**src/rtl/tsense_pkg.sv**
```systemverilog
package tsense_pkg;

  typedef enum logic [2:0] {
    ST_BOOT      = 3'd0,
    ST_REF_PULSE = 3'd1,
    ST_REF_WAIT  = 3'd2,
    ST_EQ_WAIT   = 3'd3,
    ST_IDLE      = 3'd4,
    ST_MEAS      = 3'd5,
    ST_CALC      = 3'd6
  } seq_state_t;

  typedef enum logic [1:0] {
    CORNER_BEST  = 2'd0,
    CORNER_TYP   = 2'd1,
    CORNER_WORST = 2'd2
  } corner_t;

endpackage

```
**src/rtl/tsense_ref_pulse.sv**
```systemverilog
module tsense_ref_pulse #(
  parameter int REF_CYCLES = 8
) (
  input  logic clk,
  input  logic rst_n,
  input  logic run_i,
  output logic last_o
);
  localparam int CNT_W = $clog2(REF_CYCLES + 1);
  localparam logic [CNT_W-1:0] LAST_CNT = CNT_W'(REF_CYCLES - 1);

  logic [CNT_W-1:0] cnt_q, cnt_d;
  logic             cnt_en;

  assign cnt_en = run_i || (cnt_q != '0);

  always_comb begin
    if (run_i) cnt_d = cnt_q + 1'b1;
    else       cnt_d = '0;
  end

  always_ff @(posedge clk or negedge rst_n) begin
    if (!rst_n)      cnt_q <= '0;
    else if (cnt_en) cnt_q <= cnt_d;
  end

  assign last_o = run_i && (cnt_q == LAST_CNT);
endmodule

```
**src/rtl/tsense_corner_sel.sv**
```systemverilog
module tsense_corner_sel
  import tsense_pkg::*;
#(
  parameter int CODE_W           = 13,
  parameter int SLOPE_W          = 8,
  parameter int TH_LO            = 180,
  parameter int TH_HI            = 220,
  parameter int SLOPE_COLD_BEST  = 14,
  parameter int SLOPE_WARM_BEST  = 12,
  parameter int SLOPE_COLD_TYP   = 10,
  parameter int SLOPE_WARM_TYP   = 9,
  parameter int SLOPE_COLD_WORST = 7,
  parameter int SLOPE_WARM_WORST = 6
) (
  input  logic [CODE_W-1:0]  code_i,
  output corner_t            corner_o,
  output logic [SLOPE_W-1:0] slope_cold_o,
  output logic [SLOPE_W-1:0] slope_warm_o
);
  localparam logic [CODE_W-1:0] TH_LO_C = CODE_W'(TH_LO);
  localparam logic [CODE_W-1:0] TH_HI_C = CODE_W'(TH_HI);

  // A slower die packs fewer delay stages into the fixed pulse: lower code.
  // A tie with a threshold falls to the slower side.
  always_comb begin
    if (code_i <= TH_LO_C)      corner_o = CORNER_WORST;
    else if (code_i <= TH_HI_C) corner_o = CORNER_TYP;
    else                        corner_o = CORNER_BEST;
  end

  always_comb begin
    unique case (corner_o)
      CORNER_BEST: begin
        slope_cold_o = SLOPE_W'(SLOPE_COLD_BEST);
        slope_warm_o = SLOPE_W'(SLOPE_WARM_BEST);
      end
      CORNER_TYP: begin
        slope_cold_o = SLOPE_W'(SLOPE_COLD_TYP);
        slope_warm_o = SLOPE_W'(SLOPE_WARM_TYP);
      end
      default: begin
        slope_cold_o = SLOPE_W'(SLOPE_COLD_WORST);
        slope_warm_o = SLOPE_W'(SLOPE_WARM_WORST);
      end
    endcase
  end
endmodule

```
**src/rtl/tsense_seq_fsm.sv**
```systemverilog
module tsense_seq_fsm
  import tsense_pkg::*;
#(
  parameter int CODE_W  = 13,
  parameter int SLOPE_W = 8
) (
  input  logic               clk,
  input  logic               rst_n,
  input  logic               start_i,
  input  logic [CODE_W-1:0]  tdc_code_i,
  input  logic               tdc_done_i,
  input  logic               calc_done_i,
  input  logic               pulse_last_i,
  input  corner_t            corner_i,
  input  logic [SLOPE_W-1:0] slope_cold_i,
  input  logic [SLOPE_W-1:0] slope_warm_i,
  output logic               pulse_run_o,
  output logic               finish_o,
  output logic               tdc_en_o,
  output logic               calc_req_o,
  output logic               ready_o,
  output logic               locked_o,
  output logic [1:0]         corner_o,
  output logic [SLOPE_W-1:0] slope_cold_o,
  output logic [SLOPE_W-1:0] slope_warm_o,
  output logic [CODE_W-1:0]  ref_code_o,
  output logic [CODE_W-1:0]  meas_code_o
);
  seq_state_t         state_q, state_d;
  corner_t            corner_q;
  logic [SLOPE_W-1:0] slope_cold_q, slope_warm_q;
  logic [CODE_W-1:0]  ref_code_q, meas_code_q;
  logic               finish_q, ready_q, locked_q;

  logic cal_load, ref_load, meas_load, accept, calc_end;

  assign cal_load  = (state_q == ST_REF_WAIT) && tdc_done_i;
  assign ref_load  = (state_q == ST_EQ_WAIT)  && tdc_done_i;
  assign meas_load = (state_q == ST_MEAS)     && tdc_done_i;
  assign accept    = (state_q == ST_IDLE)     && start_i;
  assign calc_end  = (state_q == ST_CALC)     && calc_done_i;

  always_comb begin
    state_d = state_q;
    unique case (state_q)
      ST_BOOT:      state_d = ST_REF_PULSE;
      ST_REF_PULSE: if (pulse_last_i) state_d = ST_REF_WAIT;
      ST_REF_WAIT:  if (cal_load)     state_d = ST_EQ_WAIT;
      ST_EQ_WAIT:   if (ref_load)     state_d = ST_IDLE;
      ST_IDLE:      if (accept)       state_d = ST_MEAS;
      ST_MEAS:      if (meas_load)    state_d = ST_CALC;
      ST_CALC:      if (calc_end)     state_d = ST_IDLE;
      default:      state_d = ST_BOOT;
    endcase
  end

  always_ff @(posedge clk or negedge rst_n) begin
    if (!rst_n) state_q <= ST_BOOT;
    else        state_q <= state_d;
  end

  always_ff @(posedge clk or negedge rst_n) begin
    if (!rst_n) begin
      corner_q     <= CORNER_WORST;
      slope_cold_q <= '0;
      slope_warm_q <= '0;
      finish_q     <= 1'b0;
    end else if (cal_load) begin
      corner_q     <= corner_i;
      slope_cold_q <= slope_cold_i;
      slope_warm_q <= slope_warm_i;
      finish_q     <= 1'b1;
    end
  end

  always_ff @(posedge clk or negedge rst_n) begin
    if (!rst_n) begin
      ref_code_q <= '0;
      ready_q    <= 1'b0;
    end else if (ref_load) begin
      ref_code_q <= tdc_code_i;
      ready_q    <= 1'b1;
    end
  end

  always_ff @(posedge clk or negedge rst_n) begin
    if (!rst_n)         meas_code_q <= '0;
    else if (meas_load) meas_code_q <= tdc_code_i;
  end

  always_ff @(posedge clk or negedge rst_n) begin
    if (!rst_n)        locked_q <= 1'b0;
    else if (accept)   locked_q <= 1'b0;
    else if (calc_end) locked_q <= 1'b1;
  end

  assign pulse_run_o  = (state_q == ST_REF_PULSE);
  assign tdc_en_o     = (state_q == ST_EQ_WAIT) || (state_q == ST_MEAS);
  assign calc_req_o   = (state_q == ST_CALC);
  assign finish_o     = finish_q;
  assign ready_o      = ready_q;
  assign locked_o     = locked_q;
  assign corner_o     = corner_q;
  assign slope_cold_o = slope_cold_q;
  assign slope_warm_o = slope_warm_q;
  assign ref_code_o   = ref_code_q;
  assign meas_code_o  = meas_code_q;
endmodule

```
**src/rtl/tsense_cal_seq.sv**
```systemverilog
module tsense_cal_seq
  import tsense_pkg::*;
#(
  parameter int CODE_W           = 13,
  parameter int SLOPE_W          = 8,
  parameter int REF_CYCLES       = 8,
  parameter int TH_LO            = 180,
  parameter int TH_HI            = 220,
  parameter int SLOPE_COLD_BEST  = 14,
  parameter int SLOPE_WARM_BEST  = 12,
  parameter int SLOPE_COLD_TYP   = 10,
  parameter int SLOPE_WARM_TYP   = 9,
  parameter int SLOPE_COLD_WORST = 7,
  parameter int SLOPE_WARM_WORST = 6
) (
  input  logic               clk,
  input  logic               rst_n,
  input  logic               start_i,
  input  logic [CODE_W-1:0]  tdc_code_i,
  input  logic               tdc_done_i,
  input  logic               calc_done_i,
  output logic               ref_pulse_o,
  output logic               finish_o,
  output logic               tdc_en_o,
  output logic               calc_req_o,
  output logic               ready_o,
  output logic               locked_o,
  output logic [1:0]         corner_o,
  output logic [SLOPE_W-1:0] slope_cold_o,
  output logic [SLOPE_W-1:0] slope_warm_o,
  output logic [CODE_W-1:0]  ref_code_o,
  output logic [CODE_W-1:0]  meas_code_o
);
  logic               pulse_run, pulse_last;
  corner_t            corner_raw;
  logic [SLOPE_W-1:0] cold_raw, warm_raw;

  tsense_ref_pulse #(.REF_CYCLES(REF_CYCLES)) u_pulse (
    .clk    (clk),
    .rst_n  (rst_n),
    .run_i  (pulse_run),
    .last_o (pulse_last)
  );

  tsense_corner_sel #(
    .CODE_W(CODE_W), .SLOPE_W(SLOPE_W), .TH_LO(TH_LO), .TH_HI(TH_HI),
    .SLOPE_COLD_BEST(SLOPE_COLD_BEST),   .SLOPE_WARM_BEST(SLOPE_WARM_BEST),
    .SLOPE_COLD_TYP(SLOPE_COLD_TYP),     .SLOPE_WARM_TYP(SLOPE_WARM_TYP),
    .SLOPE_COLD_WORST(SLOPE_COLD_WORST), .SLOPE_WARM_WORST(SLOPE_WARM_WORST)
  ) u_corner (
    .code_i       (tdc_code_i),
    .corner_o     (corner_raw),
    .slope_cold_o (cold_raw),
    .slope_warm_o (warm_raw)
  );

  tsense_seq_fsm #(.CODE_W(CODE_W), .SLOPE_W(SLOPE_W)) u_fsm (
    .clk          (clk),
    .rst_n        (rst_n),
    .start_i      (start_i),
    .tdc_code_i   (tdc_code_i),
    .tdc_done_i   (tdc_done_i),
    .calc_done_i  (calc_done_i),
    .pulse_last_i (pulse_last),
    .corner_i     (corner_raw),
    .slope_cold_i (cold_raw),
    .slope_warm_i (warm_raw),
    .pulse_run_o  (pulse_run),
    .finish_o     (finish_o),
    .tdc_en_o     (tdc_en_o),
    .calc_req_o   (calc_req_o),
    .ready_o      (ready_o),
    .locked_o     (locked_o),
    .corner_o     (corner_o),
    .slope_cold_o (slope_cold_o),
    .slope_warm_o (slope_warm_o),
    .ref_code_o   (ref_code_o),
    .meas_code_o  (meas_code_o)
  );

  assign ref_pulse_o = pulse_run;
endmodule

```
**config.mk**
```make
export PLATFORM = sky130hd
export DESIGN_NAME = tsense_cal_seq
export DESIGN_NICKNAME = d
export VERILOG_FILES = /design/src/rtl/tsense_pkg.sv /design/src/rtl/tsense_ref_pulse.sv /design/src/rtl/tsense_corner_sel.sv /design/src/rtl/tsense_seq_fsm.sv /design/src/rtl/tsense_cal_seq.sv
export SDC_FILE = /design/constraint.sdc
export NUM_CORES = 1
export LEC_CHECK = 0
export ABC_AREA = 0
export BUFFER_PORTS_ARGS = -buffer_cell sky130_fd_sc_hd__buf_4
export CAP_MARGIN = 10
export CORE_MARGIN = 4
export CORE_UTILIZATION = 53
export DETAILED_ROUTE_END_ITERATION = 8
export PLACE_DENSITY = 0.84
export SYNTH_ARGS = -nofsm -noshare
export SYNTH_HDL_FRONTEND = slang
export SYNTH_SLANG_ARGS = --single-unit
```
**constraint.sdc**
```tcl
create_clock -name clk -period 5.3 [get_ports clk]
set_clock_uncertainty 0.15 [all_clocks]
set_input_delay 0.53 -clock clk [delete_from_list [all_inputs] [get_ports clk]]
set_output_delay 0.53 -clock clk [all_outputs]
set_load 0.01 [all_outputs]
```
After elaboration in Yosys (flattened, before gate mapping)
Index checks and enable logic that the tools add are counted.
{"block": "totals", "output_inout_bits": 50, "reg_bits": 54}
{"block": "op_classes", "n_eq_ne": 14, "add_sub_neg": 1, "n_reduce_logical": 13, "order_cmp": 2, "muxes": 14}
{"op": "$le A13 B8 Y1 const B", "n": 2}
{"op": "$pmux W3 S7", "n": 1}
{"op": "$mux W3", "n": 6}
{"op": "$pmux W4 S2", "n": 2}
{"op": "$ne A2 B1 Y1 const B", "n": 5}
{"op": "$eq A3 B3 Y1 const B", "n": 3}
{"op": "$eq A3 B2 Y1 const B", "n": 2}
{"op": "$logic_and A1 B1 Y1", "n": 6}
{"op": "$reduce_and A6 Y1", "n": 1}
{"op": "$add A4 B1 Y4 const B", "n": 1}
{"op": "$eq A4 B3 Y1 const B", "n": 1}
{"op": "$mux W4", "n": 1}
{"op": "$reduce_bool A4 Y1", "n": 1}
{"op": "$eq A3 B1 Y1 const B", "n": 1}
{"op": "$logic_not A3 Y1", "n": 1}
{"op": "$mux W1", "n": 3}
{"op": "$eq A2 B1 Y1 const B", "n": 1}
{"op": "$logic_not A2 Y1", "n": 1}
{"op": "$logic_or A1 B1 Y1", "n": 2}
{"op": "$mux W2", "n": 1}
{"op": "$ne A2 B2 Y1 const B", "n": 1}
{"op": "$reduce_bool A2 Y1", "n": 1}

Logic depth before layout (Yosys ltp)
{"block": "depth", "depth_word": 5, "mapped_depth": 6, "mapped_depth_nobuf": 5}

Hierarchy
From an unflattened synthesis, not the netlist that was laid out.
{"block": "hier_totals", "cells_unflattened": 183, "hier_area_um2": 2448.6}
{"mod": "tsense_seq_fsm", "area_per_inst_um2": 1999.4, "n_inst": 1, "cells_each": 131, "seq_area_each_um2": 1252.5}
{"mod": "tsense_ref_pulse", "area_per_inst_um2": 230.2, "n_inst": 1, "cells_each": 20, "seq_area_each_um2": 100.1}
{"mod": "tsense_corner_sel", "area_per_inst_um2": 219.0, "n_inst": 1, "cells_each": 32, "seq_area_each_um2": 0.0}

Worst setup path after synthesis
Ideal clock, no wire load.
{"block": "synth_path", "path_kind": "input port to flip-flop", "startpoint": "in tdc_code_i[0]", "endpoint": "reg u_fsm.slope_warm_q[3] (netlist: u_fsm.slope_warm_o[3])", "path_stages": 4, "path_slack_ns": 3.070, "required_time_ns": 5.018, "setup_ns": 0.132, "arrival_ns": 1.948, "path_cell_list": "or4b_1 -> or4_1 -> a211oi_2 -> nor2_1"}
{"block": "synth_via", "elab_chain_len": 5, "elab_cells_between_ends": 7, "classes_between": "2 x order compare; 1 x eq/ne; 3 x mux; 1 x reduce/logical"}
{"element": "start: declaration", "line_no": "tsense_cal_seq.sv:19", "source": "input logic [CODE_W-1:0] tdc_code_i,"}
{"element": "$le A13 B8 Y1", "line_no": "tsense_corner_sel.sv:27", "source": "else if (code_i <= TH_HI_C) corner_o = CORNER_TYP;"}
{"element": "$mux W1", "line_no": "tsense_corner_sel.sv:27"}
{"element": "$mux W2 *", "line_no": "tsense_corner_sel.sv:26", "source": "if (code_i <= TH_LO_C) corner_o = CORNER_WORST;"}
{"element": "$eq A2 B1 Y1 or $logic_not A2 Y1 (tied branches)", "line_no": "tsense_corner_sel.sv:32", "source": "unique case (corner_o)"}
{"element": "$pmux W4 S2 *", "line_no": "tsense_corner_sel.sv:32"}
{"element": "end signal: assignment", "line_no": "tsense_seq_fsm.sv:71", "source": "slope_warm_q <= slope_warm_i;"}
{"element": "end: declaration", "line_no": "tsense_seq_fsm.sv:31", "source": "logic [SLOPE_W-1:0] slope_cold_q, slope_warm_q;"}
Every way passes the cells marked *; elsewhere a longest branch is shown, timed or not.
A chain may end at the register's enable or synchronous reset.

Worst setup path in the final report
{"block": "layout_path", "startpoint": "reg u_fsm.state_q[1]", "endpoint": "out ref_pulse_o"}
{"block": "layout_via", "elab_chain_len": 1}
{"element": "start: declaration", "line_no": "tsense_seq_fsm.sv:29", "source": "seq_state_t state_q, state_d;"}
{"element": "start signal: assignment", "line_no": "tsense_seq_fsm.sv:59", "source": "else state_q <= state_d;"}
{"element": "$eq A3 B1 Y1", "line_no": "tsense_seq_fsm.sv:97", "source": "assign pulse_run_o = (state_q == ST_REF_PULSE);"}
{"element": "end: declaration", "line_no": "tsense_cal_seq.sv:22", "source": "output logic ref_pulse_o,"}
No other way between the ends.

==> flow_metrics.tcl <==
set metrics [dict create \
    finalSetupViolCount 0 \
    grt_remaining_overflow 0 \
    antenna_found_initial 0 \
    peakVddDrop_v 0.000303 \
    clock_path_buffers 2 \
    antennaDiodeCount 0 \
    postSynthCellCount 156 \
    die_area_sq_um 4620 \
    dr.first_iter.drc_count 71 \
    min_path_type "primary input to flip-flop" \
    rrSetupSlack_ps 3080 \
    synth-edff-count 0 \
    ios 68 \
    multi_input_area_sq_um 767 \
    wl_per_cell_microns 16.0 \
    leakagePower_nw 1.15 \
    final_util_pct 70.5 \
    dr.pass1.iters 4 \
    whs_ps 273 \
    crit_fanout 16 \
    setup.worst_path.start_class "flip-flop" \
    start_util_pct 55.8 \
    seq_area_frac_synth_pct 53.9 \
    synthTopCellsByArea "dfrtp_1, mux2_2, buf_4, nor2_1, nor4bb_1" \
    ys_ff_latch 41 \
    cts_root_buf "clkbuf_4" \
    synth-main-ff-cell "dfrtp_1" \
    dp_hpwl_mm 3.13 \
    vias_per_cell 5.38 \
    clkSlewWorstSetupHoldPaths_ps 120 \
    core_area_sq_um 3420 \
    synth.largest_area_cell "dfrtp_1" \
    fmax_mhz 442 \
    drv_slew 0 \
    synthTopCellsByCount "dfrtp_1, mux2_2, buf_4" \
    track_usage_pct 19.3 \
    htree_levels 2 \
    drtAntennaViolNets 0 \
    final_hold_viol_count 0 \
    clock_sinks 41 \
    crit_arrival_ps 1580 \
    place_inst 250 \
    path_class "flip-flop to output pin" \
    postSynth.asyncResetShare_pct 100 \
    gp_congestion 0.795 \
    areaGrowthSynthToFinish_pct 26.5 \
    grt_max_degree 42 \
    drcViolationCount 0 \
    cts_resized 0 \
    totalWireLength_mm 4.15 \
    portBuffers 59 \
    fin_tns_setup_ps 0 \
    dr_total_vias 1394 \
    synth_top_area_share_pct 52.6 \
    synth_area_sq_um 1900 \
    status "finished, final reports clean" \
    regArea_sq_um 1030 \
    rows 21 \
    power.density_nw_per_um2 574 \
    fin_nets 232 \
    synth_cell_types 40 \
    die_w_microns 67.9 \
    r2r_cells 2 \
    cp-end-kind "output pin" \
    yosysWarningCount 0 \
    cap_violations 0 \
    drive_gt1_share_pct 46.5 \
    rsz0062_at_grt "false" \
    period_share_pct 42.7 \
    fill_cells 273 \
    final.min_clock_period_ps 2260 \
    p_total_mw 1.38 \
    cts_tree "yes" \
    hold-path-cell-count 2 \
    cts_buffers 5 \
    die_y_microns 67.9 \
    worst_slew_pin_slew_ps 877 \
    grt_pass1_wl_mm 6.55 \
    clock_latency_ps 350 \
    worstPathRequired_ps 4620 \
    synth_most_common_cell "dfrtp_1" \
    relSlewSlack_pct 41.4 \
    finalNonFillerCells 259 \
    synth_area_per_cell_sq_um 12.2 \
    grt_pass1_vias 1377 \
]
==> what timing repair did <==
action / in CTS / in global routing
buffers inserted: 0 / 0
hold buffers: 1 / 0
endpoints found under the hold margin: 32 / 0
==> layout by cell type (no fill, tap or decap), types with 2 or more instances in the layout <==
master,netlist,final
buf_4,13,59
dfrtp_1,40,40
mux2_2,28,28
nor2_1,9,9
conb_1,1,8
nand2_1,7,7
inv_1,5,5
clkbuf_4,0,5
nand2b_1,4,4
nor4bb_1,3,3
nor4_1,3,3
a21oi_1,3,3
and2_1,2,2
xnor2_1,2,2
nand4_1,2,2
o21ai_0,2,2
nor3b_1,2,2
or4_1,2,2
a21o_2,2,2
ha_1,2,2
==> kinds of logic (layout without fill, tap and decap cells) <==
family,after synthesis,after routing,synth area share [%]
buffers and inverters,23,73,7.16
other,1,8,0.197
and+or+nand+nor,43,43,13.5
adders and majority gates,2,2,1.31
xor gates and xnor gates,3,3,1.38
DFF,41,41,53.9
AOI/OAI and AO/OA,15,15,5.98
muxes,28,28,16.6
==> critical path, cell delays in order, from the launching register on <==
cell and delay [ps]:
dfrtp_1 550, nand2b_1 230, nand2b_1 190, inv_1 120, buf_4 140
==> metrics by stage <==
stage,setup WS (ps),cell area [sq um]
after CTS,3020,2410
after global routing,2900,2410
final,3040,2410
after floorplan,3070,1930
after global placement,2880,2310
after detailed placement,2850,2310
==> report_power, final <==
part	switching, mW	leakage [nW]	total (mW)	internal (mW)
sequential	0.112	0.496	0.563	0.451
clock	0.0980	0.0455	0.211	0.113
combinational	0.258	0.606	0.609	0.351
==> metal layers <==
metal | part of all wire [%] | GRT usage (%) | wire, microns | up-vias
li1 | - | - | - | 646
met1 | 38 | 23.2 | 1590 | 685
met2 | 53 | 32.9 | 2180 | 57
met3 | 8.1 | 7.22 | 336 | 6
met4 | 0.99 | 4.47 | 41 | 0
met5 | 0 | 0 | 0 | -
==> cell type report <==
class	instances	share of cell area, %
inverters	5	0.779
well taps	46	2.39
clock buffers	7	2.29
clock inverters	1	1.25
flip-flops and latches	41	42.6
repair buffers	60	18.8
multi-input cells	99	31.8
==> final timing paths <==
check | from | to
max | u_fsm.state_q[1] | ref_pulse_o
min | tdc_code_i[8] | u_fsm.ref_code_o[8]
max reg2reg | u_fsm.state_q[1] | u_fsm.ref_code_o[2]
min reg2reg | u_fsm.ready_o | u_fsm.ready_o
max in group asynchronous | rst_n | u_fsm.corner_o[1]
min in group asynchronous | rst_n | u_pulse.cnt_q[2]
==> sequential cells by signal, summed over array words and instances (netlist names) <==
| register | cells |
|---|---|
| u_fsm.ready_o | 1 |
| u_fsm.slope_cold_o | 1 |
| u_fsm.state_q | 3 |
| u_pulse.cnt_q | 4 |
| u_fsm.meas_code_o | 13 |
| u_fsm.locked_o | 1 |
| u_fsm.slope_warm_o | 3 |
| u_fsm.corner_o | 2 |
| u_fsm.ref_code_o | 13 |
Note: power is estimated with default switching activity, not from simulation.
